--- src/rtl/seq_game_pkg.sv ---
package seq_game_pkg;

    localparam int NLAMP = 4;

    typedef enum logic [3:0] {
        ST_IDLE,
        ST_ADD,
        ST_SHOW,
        ST_GAP,
        ST_WAIT,
        ST_OVER,
        ST_WIN,
        ST_TSWEEP,
        ST_TECHO
    } game_st_t;

    localparam logic [6:0] SEG_DASH  = 7'h3F;
    localparam logic [6:0] SEG_MACH  = 7'h46;
    localparam logic [6:0] SEG_PLYR  = 7'h0C;
    localparam logic [6:0] SEG_OVER  = 7'h06;
    localparam logic [6:0] SEG_WIN   = 7'h41;
    localparam logic [6:0] SEG_TEST  = 7'h07;
    localparam logic [6:0] SEG_BLANK = 7'h7F;

    // active-low, bit order g f e d c b a
    function automatic logic [6:0] seg_dec(input logic [3:0] d);
        logic [6:0] s;
        unique case (d)
            4'd0: s = 7'h40;
            4'd1: s = 7'h79;
            4'd2: s = 7'h24;
            4'd3: s = 7'h30;
            4'd4: s = 7'h19;
            4'd5: s = 7'h12;
            4'd6: s = 7'h02;
            4'd7: s = 7'h78;
            4'd8: s = 7'h00;
            4'd9: s = 7'h10;
            default: s = SEG_BLANK;
        endcase
        return s;
    endfunction

    function automatic logic [NLAMP-1:0] lamp_hot(input logic [1:0] i);
        return NLAMP'(1) << i;
    endfunction

endpackage

--- src/rtl/sg_lfsr.sv ---
module sg_lfsr #(
    parameter logic [15:0] SEED = 16'hACE1
) (
    input  logic       clk,
    input  logic       rst,
    output logic [1:0] step
);
    logic [15:0] sr_q;
    logic        fb;

    // taps 16,14,13,11: maximal length
    assign fb = sr_q[15] ^ sr_q[13] ^ sr_q[12] ^ sr_q[10];

    always_ff @(posedge clk) begin
        if (rst) sr_q <= SEED;
        else     sr_q <= {sr_q[14:0], fb};
    end

    assign step = sr_q[1:0];

    AST_LFSR_NONZERO: assert property (@(posedge clk) disable iff (rst)
        sr_q != 16'h0000);
endmodule

--- src/rtl/sg_pattern_mem.sv ---
module sg_pattern_mem #(
    parameter int DEPTH = 32,
    localparam int AW   = $clog2(DEPTH)
) (
    input  logic          clk,
    input  logic          rst,
    input  logic          we,
    input  logic [AW-1:0] waddr,
    input  logic [1:0]    wdata,
    input  logic [AW-1:0] raddr,
    output logic [1:0]    rdata
);
    logic [1:0] mem_q [DEPTH];

    always_ff @(posedge clk) begin
        if (rst) begin
            for (int i = 0; i < DEPTH; i++) mem_q[i] <= 2'd0;
        end else if (we) begin
            mem_q[waddr] <= wdata;
        end
    end

    assign rdata = mem_q[raddr];
endmodule

--- src/rtl/sg_display.sv ---
module sg_display #(
    parameter int SW = 6
) (
    input  seq_game_pkg::game_st_t st,
    input  logic [SW-1:0]          score,
    output logic [6:0]             seg_turn,
    output logic [6:0]             seg_tens,
    output logic [6:0]             seg_ones
);
    import seq_game_pkg::*;

    logic [3:0] tens, ones;
    assign tens = 4'(score / 10);
    assign ones = 4'(score % 10);

    always_comb begin
        seg_tens = seg_dec(tens);
        seg_ones = seg_dec(ones);
        unique case (st)
            ST_IDLE:                   seg_turn = SEG_DASH;
            ST_ADD, ST_SHOW, ST_GAP:   seg_turn = SEG_MACH;
            ST_WAIT:                   seg_turn = SEG_PLYR;
            ST_OVER:                   seg_turn = SEG_OVER;
            ST_WIN:                    seg_turn = SEG_WIN;
            ST_TSWEEP, ST_TECHO: begin
                seg_turn = SEG_TEST;
                seg_tens = SEG_TEST;
                seg_ones = SEG_TEST;
            end
            default:                   seg_turn = SEG_BLANK;
        endcase
    end
endmodule

--- src/rtl/seq_game_ctrl.sv ---
module seq_game_ctrl #(
    parameter int          DEPTH     = 32,
    parameter int          ON_TICKS  = 8,
    parameter int          GAP_TICKS = 4,
    parameter logic [15:0] SEED      = 16'hACE1
) (
    input  logic       clk,
    input  logic       rst_sw,
    input  logic       test_sw,
    input  logic       tick,
    input  logic [3:0] btn,
    output logic [3:0] lamp,
    output logic [6:0] seg_turn,
    output logic [6:0] seg_tens,
    output logic [6:0] seg_ones
);
    import seq_game_pkg::*;

    localparam int IDX_W   = $clog2(DEPTH);
    localparam int LEN_W   = $clog2(DEPTH + 1);
    localparam int CNT_MAX = (ON_TICKS > GAP_TICKS) ? ON_TICKS : GAP_TICKS;
    localparam int CNT_W   = (CNT_MAX > 1) ? $clog2(CNT_MAX) : 1;

    game_st_t         state_q, state_d;
    logic [LEN_W-1:0] len_q, score_q;
    logic [IDX_W-1:0] idx_q;
    logic [CNT_W-1:0] tcnt_q;
    logic [3:0]       echo_q;
    logic [1:0]       step_rnd, step_rd;
    logic             is_test, last, on_done, gap_done, press, hit, sweep_last;

    sg_lfsr #(.SEED(SEED)) u_rng (
        .clk (clk), .rst (rst_sw), .step (step_rnd)
    );

    sg_pattern_mem #(.DEPTH(DEPTH)) u_mem (
        .clk   (clk),
        .rst   (rst_sw),
        .we    (state_q == ST_ADD),
        .waddr (len_q[IDX_W-1:0]),
        .wdata (step_rnd),
        .raddr (idx_q),
        .rdata (step_rd)
    );

    sg_display #(.SW(LEN_W)) u_dsp (
        .st (state_q), .score (score_q),
        .seg_turn (seg_turn), .seg_tens (seg_tens), .seg_ones (seg_ones)
    );

    assign is_test    = (state_q == ST_TSWEEP) || (state_q == ST_TECHO);
    assign last       = (LEN_W'(idx_q) == len_q - LEN_W'(1));
    assign on_done    = tick && (tcnt_q == CNT_W'(ON_TICKS - 1));
    assign gap_done   = tick && (tcnt_q == CNT_W'(GAP_TICKS - 1));
    assign press      = |btn;
    assign hit        = (btn == lamp_hot(step_rd));
    assign sweep_last = (idx_q == IDX_W'(NLAMP - 1));

    // next state
    always_comb begin
        state_d = state_q;
        if (test_sw && !is_test) begin
            state_d = ST_TSWEEP;
        end else if (!test_sw && is_test) begin
            state_d = ST_IDLE;
        end else begin
            unique case (state_q)
                ST_IDLE:   if (press) state_d = ST_ADD;
                ST_ADD:    state_d = ST_SHOW;
                ST_SHOW:   if (on_done) state_d = ST_GAP;
                ST_GAP:    if (gap_done) state_d = last ? ST_WAIT : ST_SHOW;
                ST_WAIT: begin
                    if (press) begin
                        if (!hit)      state_d = ST_OVER;
                        else if (last) state_d = (len_q == LEN_W'(DEPTH)) ? ST_WIN : ST_ADD;
                    end
                end
                ST_OVER, ST_WIN, ST_TECHO: state_d = state_q;
                ST_TSWEEP: if (on_done && sweep_last) state_d = ST_TECHO;
                default:   state_d = ST_IDLE;
            endcase
        end
    end

    // state register and datapath
    always_ff @(posedge clk) begin
        if (rst_sw) begin
            state_q <= ST_IDLE;
            len_q   <= '0;
            score_q <= '0;
            idx_q   <= '0;
            tcnt_q  <= '0;
            echo_q  <= '0;
        end else begin
            state_q <= state_d;

            if (state_d != state_q)
                tcnt_q <= '0;
            else if ((state_q == ST_SHOW || state_q == ST_TSWEEP) && on_done)
                tcnt_q <= '0;
            else if ((state_q == ST_SHOW || state_q == ST_GAP || state_q == ST_TSWEEP) && tick)
                tcnt_q <= tcnt_q + CNT_W'(1);

            if (state_q == ST_ADD) begin
                len_q <= len_q + LEN_W'(1);
                idx_q <= '0;
            end
            if (state_q == ST_GAP && gap_done)
                idx_q <= last ? '0 : idx_q + IDX_W'(1);
            if (state_q == ST_WAIT && press && hit) begin
                idx_q <= last ? '0 : idx_q + IDX_W'(1);
                if (last) score_q <= score_q + LEN_W'(1);
            end
            if (state_q == ST_TSWEEP && on_done)
                idx_q <= idx_q + IDX_W'(1);
            if (state_q == ST_TECHO && $onehot(btn))
                echo_q <= btn;
            if (state_d == ST_TSWEEP && state_q != ST_TSWEEP) begin
                idx_q   <= '0;
                echo_q  <= '0;
                len_q   <= '0;
                score_q <= '0;
            end
        end
    end

    // outputs
    always_comb begin
        unique case (state_q)
            ST_SHOW:   lamp = lamp_hot(step_rd);
            ST_TSWEEP: lamp = lamp_hot(idx_q[1:0]);
            ST_TECHO:  lamp = echo_q;
            default:   lamp = '0;
        endcase
    end

    AST_SHOW_LAMP: assert property (@(posedge clk) disable iff (rst_sw)
        (state_q == ST_SHOW) |-> $onehot(lamp));
    AST_GROW_ONE: assert property (@(posedge clk) disable iff (rst_sw)
        ($past(state_q) == ST_ADD && state_q != ST_TSWEEP) |-> (len_q == $past(len_q) + LEN_W'(1)));
    AST_OVER_FROZEN: assert property (@(posedge clk) disable iff (rst_sw)
        ($past(state_q) == ST_OVER && state_q == ST_OVER) |-> $stable(score_q));
    AST_LEN_LIMIT: assert property (@(posedge clk) disable iff (rst_sw)
        len_q <= LEN_W'(DEPTH));
    AST_LAMP_ONEHOT0: assert property (@(posedge clk) disable iff (rst_sw)
        $onehot0(lamp));
endmodule

--- config.mk ---
export PLATFORM = sky130hd
export DESIGN_NAME = seq_game_ctrl
export DESIGN_NICKNAME = d
export VERILOG_FILES = /design/src/rtl/seq_game_pkg.sv /design/src/rtl/sg_lfsr.sv /design/src/rtl/sg_pattern_mem.sv /design/src/rtl/sg_display.sv /design/src/rtl/seq_game_ctrl.sv
export SDC_FILE = /design/constraint.sdc
export NUM_CORES = 1
export LEC_CHECK = 0
export BUFFER_PORTS_ARGS = -buffer_cell sky130_fd_sc_hd__buf_2
export CORE_ASPECT_RATIO = 0.75
export CORE_MARGIN = 5
export CORE_UTILIZATION = 40
export CTS_CLUSTER_SIZE = 12
export DETAILED_ROUTE_END_ITERATION = 16
export HOLD_SLACK_MARGIN = 0.15
export PLACE_DENSITY = 0.6
export REMOVE_ABC_BUFFERS = 1
export SLEW_MARGIN = 20
export SYNTH_ARGS = -nofsm -noshare
export SYNTH_HDL_FRONTEND = slang
export SYNTH_SLANG_ARGS = --single-unit
--- constraint.sdc ---
create_clock -name clk -period 4.1 [get_ports clk]
set_input_delay 0.615 -clock clk [delete_from_list [all_inputs] [get_ports clk]]
set_output_delay 0.615 -clock clk [all_outputs]
set_load 0.01 [all_outputs]
### Word-level counts from Yosys, hierarchy flattened

Memory sizes are Yosys's and may differ from the RTL's. A register that Yosys moved wholly into a read port is not among the register bits.
Cells that the tools add are included.

| word-level totals | value |
|---|---|
| register bits after elaboration | 44 |
| memory bits (writable) | 64 |
| bits in read-only memories | 224 |
| input port bits | 8 |
| output and inout port bits | 25 |
| logic and storage cells | 103 |
| memories | 3 |

| cells by class | value |
|---|---|
| add/subtract/negate cells | 8 |
| divide/modulo/power cells | 2 |
| equality and inequality tests | 18 |
| shifts and indexed selects | 2 |
| mux-type cells | 31 |
| bitwise logic cells | 3 |
| reductions and logical operators | 29 |

Memories:

| name | depth | bits a word | read ports | clocked after memory_dff | wr ports | line | source |
|---|---|---|---|---|---|---|---|
| (no name shown) | 16 | 7 | 1 | 0 | 0 | seq_game_pkg.sv:28 | `unique case (d)` |
| (no name shown) | 16 | 7 | 1 | 0 | 0 | seq_game_pkg.sv:28 |  |
| u_mem.mem_q | 32 | 2 | 1 | 1 | 32 | sg_pattern_mem.sv:13 | `logic [1:0] mem_q [DEPTH];` |

Operators by type and width:

| kind | number |
|---|---|
| case mux 7 bit (6 select lines) | 1 |
| two-way mux 5 bit | 8 |
| two-way mux 4 bit | 9 |
| divider 6 x 4 -> 32 bit (second input constant) | 1 |
| modulo 6 x 4 -> 32 bit (second input constant) | 1 |
| case mux 4 bit (7 select lines) | 1 |
| == test 4 x 3 -> 1 bit (second input constant) | 5 |
| two-way mux 7 bit | 2 |
| logical AND 1 bit | 13 |
| adder 6 x 1 -> 6 bit (second input constant) | 2 |
| case mux 4 bit (3 select lines) | 1 |
| OR reduction 3 bit | 3 |
| == test 4 x 2 -> 1 bit (second input constant) | 2 |
| << shifter 1 x 2 -> 4 bit (first input constant) | 2 |
| == test 5 x 6 -> 1 bit | 1 |
| == test 6 bit (second input constant) | 1 |
| two-way mux 1 bit | 6 |
| two-way mux 3 bit | 2 |
| OR reduction 2 bit | 3 |
| subtractor 6 x 1 -> 6 bit (second input constant) | 1 |
| adder 5 x 1 -> 5 bit (second input constant) | 1 |
| == test 5 x 2 -> 1 bit (second input constant) | 1 |
| adder 1 x 1 -> 2 bit | 2 |
| == test 4 x 1 -> 1 bit (second input constant) | 1 |
| other kinds (17) | 23 |

### Depth between registers and ports, before layout

| depth | value |
|---|---|
| word-level depth | 12 |
| depth in mapped cells | 15 |
| gate-level depth less buffers | 14 |

### Modules after synthesis

Synthesis repeated with hierarchy kept, for this count alone.

| unflattened totals | value |
|---|---|
| cell total of the unflattened synthesis | 703 |
| area total of the unflattened synthesis | 6954.2 sq um |

By module, submodules not included:

| module | times used | cells each | area each (sq um) | seq. area each (sq um) |
|---|---|---|---|---|
| sg_pattern_mem | 1 | 276 | 3355.7 | 1921.8 |
| seq_game_ctrl | 1 | 280 | 2298.5 | 560.5 |
| sg_display | 1 | 109 | 830.8 | 0.0 |
| sg_lfsr | 1 | 38 | 469.2 | 320.3 |

### Least setup slack after synthesis

OpenSTA, ideal clock, no wires.

| timing path | value |
|---|---|
| path type | register -> output |
| from | reg score_q[3] |
| to | out seg_ones[4] |
| arrival time | 3.197 ns |
| data required time | 3.485 ns |
| slack | 0.288 ns |
| stages on the path, launching flop included | 15 |
| path buffers | 1 |
| cells stage by stage | dfxtp_1 clkbuf_2 nor2_1 inv_1 ha_1 nand2b_1 o21ai_0 nand2_1 maj3_1 o21ai_1 nor2b_1 xnor2_1 o21ai_0 nor2_1 a311oi_1 |

| on the way | value |
|---|---|
| word-level cells in the longest chain between the ends | 3 |

Ends and longest elaborated chain:

| item | line | source |
|---|---|---|
| from (decl) | seq_game_ctrl.sv:25 | `logic [LEN_W-1:0] len_q, score_q;` |
| from (signal assigned) | seq_game_ctrl.sv:112 | `if (last) score_q <= score_q + LEN_W'(1);` |
| modulo 6 x 4 -> 32 bit | sg_display.sv:14 | `assign ones = 4'(score % 10);` |
| memory (16 x 7 bit) | -- |  |
| two-way mux 7 bit | sg_display.sv:19 | `unique case (st)` |
| to (decl) | seq_game_ctrl.sv:15 | `output logic [6:0] seg_ones` |

No other way between the ends.

### Final worst setup path

| timing path | value |
|---|---|
| from | reg score_q[4] |
| to | out seg_ones[4] |

The elaborated chain is that of the path after synthesis.

==> flow_metrics.py <==
metrics = {
    "power_and_ir_drop": {
        "power_density_nw_per_um2": 401,
        "switching_share": 0.241,
        "clockPowerShare": 0.508,
        "p_leak_nw": 3.20,
        "max-vdd-ir-drop_v": 0.000295,
        "seq_power_share": 0.420,
        "comb_power_share": 0.072,
        "p_int_mw": 2.31,
        "p_total_mw": 3.04,
        "p_switching_uw": 734,
    },
    "routing": {
        "via_count": 5123,
        "dr.pass1.iters": 5,
        "wire_per_inst_um": 16.7,
        "ant_nets": 0,
        "viasPerCell": 5.50,
        "drtIter0Drc": 531,
        "drt_drc_violations_left": 0,
        "drt_wl_total_um": 15600,
    },
    "cells_and_area": {
        "finish.net_count": 745,
        "utilization": 0.473,
        "area_growth_pct": 15.7,
        "diodes": 0,
        "layout-drive-gt1-share": 0.151,
    },
    "die": {
        "fp.dieArea_sq_um": 19100,
        "fp.dieW_um": 158,
        "start_util": 0.409,
        "ios": 33,
        "die_y_um": 121,
        "rows": 40,
        "core_sq_um": 16100,
    },
    "timing": {
        "timing.fmax_mhz": 256,
        "period_minus_slack_ns": 3.90,
        "fin_setup_tns_ns": 0,
        "slew_violations": 0,
        "layout_setup_ws_ns": 0.197,
        "slew_headroom": 0.308,
        "worstMarginPinSlew_ns": 1.04,
        "setup_viol": 0,
        "hold_viol_final": 0,
        "period_share": 0.952,
        "skew_ns": 0.00715,
    },
    "placed_design": {
        "gp_congestion": 0.882,
        "dp_hpwl_um": 10600,
        "pre_cts_slack_ns": 0.271,
        "portBuffers": 32,
    },
    "flow_run": {
        "cap_violations": 0,
    },
    "synth": {
        "syn_area_per_cell_sq_um": 9.44,
        "yosys_warnings": 0,
        "ys_types": 65,
        "synthCells": 696,
        "synthArstFlopShare": 0,
        "synth_ff_type": "edfxtp_1",
        "synth_seq_cells": 113,
        "ys_seq_area_frac": 0.442,
        "netlist_area_sq_um": 6570,
        "synth-edff-count": 64,
    },
    "grt": {
        "overflow": 0,
        "antenna_found_initial": 0,
        "grt_pass1_vias": 4789,
        "grt_max_degree": 55,
        "grt_util_all_layers": 0.165,
        "grt_pass1_wl_um": 24700,
    },
    "worst_setup_path": {
        "critPathMaxFanout": 7,
        "crit_required_ns": 3.48,
        "critical_path_class": "reg2out",
        "worst_setup_path_start_kind": "register",
        "cp.arrival_ns": 3.29,
        "critPathCaptureType": "primary output",
    },
    "clocking": {
        "clkTransAtPathRegs_ns": 0.06,
        "clock_latency_ns": 0.42,
        "clock_path_buffers": 2,
        "cts.sinks": 113,
        "cts_max_level": 4,
        "cts_buffers": 17,
        "hold_buffers": 0,
        "cts_tree": "yes",
        "root_buffer": "clkbuf_16",
    },
    "hold_path": {
        "hold_class": "reg2reg",
    },
    "status": {
        "status": "complete, no violations",
    },
}
metal layers:
metal | vias up | track usage | routed length, um
li1 | 2510 | - | -
met1 | 2461 | 0.232 | 7590
met2 | 134 | 0.245 | 6940
met3 | 18 | 0.0485 | 864
met4 | 0 | 0.0479 | 207
met5 | - | 0 | 0
path summary, 6_finish.rpt:
check / start / end / slack (ns) / cells past startpoint
worst min register to register: u_rng.sr_q[5] / u_rng.sr_q[6] / 0.41 / 1
worst min-delay path: u_rng.sr_q[5] / u_rng.sr_q[6] / 0.41 / 1
worst max register to register: register / register / 0.50 / 11
worst max-delay path: score_q[4] / seg_ones[4] / 0.20 / 15
logic make-up (layout without fill, tap and decap cells):
| group | count (synthesis) | after routing | synth area share |
|---|---|---|---|
| adders and majority gates | 29 | 29 | 0.0560 |
| xor gates and xnor gates | 29 | 29 | 0.0387 |
| muxes | 35 | 35 | 0.0537 |
| AOI/OAI and AO/OA | 139 | 139 | 0.144 |
| DFF | 113 | 113 | 0.442 |
| buffers and inverters | 78 | 104 | 0.0499 |
| and+or+nand+nor | 273 | 273 | 0.216 |
Yosys cell counts, drive strengths merged (3+ instances only):
cell / count / area (sq um)
a221o: 3 / 30.0
nor3b: 5 / 37.5
a31oi: 3 / 18.8
a211o: 3 / 26.3
xor2: 9 / 78.8
a22oi: 12 / 90.1
o21ai: 20 / 100
a21oi: 31 / 159
nor2: 69 / 259
o31ai: 5 / 42.5
inv: 25 / 93.8
buf: 9 / 67.6
nor2b: 15 / 93.8
nor3: 14 / 80.1
o21a: 3 / 22.5
nand2b: 8 / 50.1
a211oi: 5 / 37.5
or4: 3 / 22.5
nor4: 4 / 31.3
edfxtp: 64 / 1920
or2: 7 / 43.8
o22ai: 4 / 25.0
and2: 7 / 43.8
nand4: 3 / 18.8
nand3: 17 / 90.1
ha: 27 / 338
mux2i: 33 / 330
xnor2: 20 / 175
nand2: 53 / 199
dfxtp: 49 / 981
or3: 3 / 18.8
and3: 59 / 369
a21o: 34 / 255
clkbuf: 44 / 166
flip-flops by register name (all words and copies together) (netlist names), named ones only:
| register | count |
|---|---|
| echo_q | 4 |
| u_rng.sr_q | 16 |
| u_mem.mem_q | 64 |
| score_q | 6 |
| state_q | 4 |
| tcnt_q | 3 |
| idx_q | 5 |
| len_q | 6 |
layout by cell type, fill, tap and decap left out, types with 9 or more instances in the layout:
cell type	netlist	final
ha_1	27	27
o21ai_0	18	16
a21oi_1	30	30
clkbuf_16	0	18
buf_2	3	32
mux2i_1	33	33
buf_4	2	14
nor3_1	12	12
a21o_1	34	34
xnor2_1	20	18
nand2_1	53	53
inv_1	25	25
nand3_1	16	16
dfxtp_1	49	46
a22oi_1	12	12
nor2_1	69	68
nor2b_1	15	14
edfxtp_1	64	64
and3_1	59	59
xor2_1	9	9
worst max-delay path, stage by stage (launching register included):
cell      delay [ns]
dfxtp_4         0.37
nor2_4          0.14
inv_1           0.08
ha_1            0.29
nand2b_1        0.16
o21ai_2         0.13
nand2_1         0.08
maj3_1          0.38
o21ai_4         0.20
buf_4           0.16
xnor2_4         0.16
inv_1           0.11
o21ai_2         0.16
nor2_1          0.05
a311oi_1        0.21
buf_2           0.18
metrics by stage:
step,cell area [sq um],hold slack [ns],cells
2_1_floorplan,6330,0.389,643
3_3_place_gp,6860,0.393,899
3_5_place_dp,6860,0.393,899
4_1_cts,7510,0.406,931
5_1_grt,7600,0.420,932
6_report,7600,0.405,932
power groups by stage:
| stage | Clock (mW) | Sequential (mW) | Combinational, mW |
|---|---|---|---|
| floorplan | 0 | 1.28 | 0.148 |
| global placement | 0 | 1.30 | 0.211 |
| detailed placement | 0 | 1.30 | 0.218 |
| CTS | 1.57 | 1.28 | 0.218 |
| global route | 1.62 | 1.28 | 0.243 |
| finish | 1.55 | 1.28 | 0.219 |
what timing repair did:
action	in CTS	in global routing
cloned	0	0
buffers inserted	0	1
endpoints found under the setup margin	6	7
gates resized for setup	6	14
pin swaps	0	3
area by class of cell:
class                      count  area (sq um)
fill                        1497          8470
multi-input combinational    505          3420
sequential                   113          2910
clock buffer                  18           450
timing repair buffer          47           277
tap                          210           263
clock inverter                14           180
inverter                      25          93.8
Note: power is estimated with default switching activity, not from simulation.
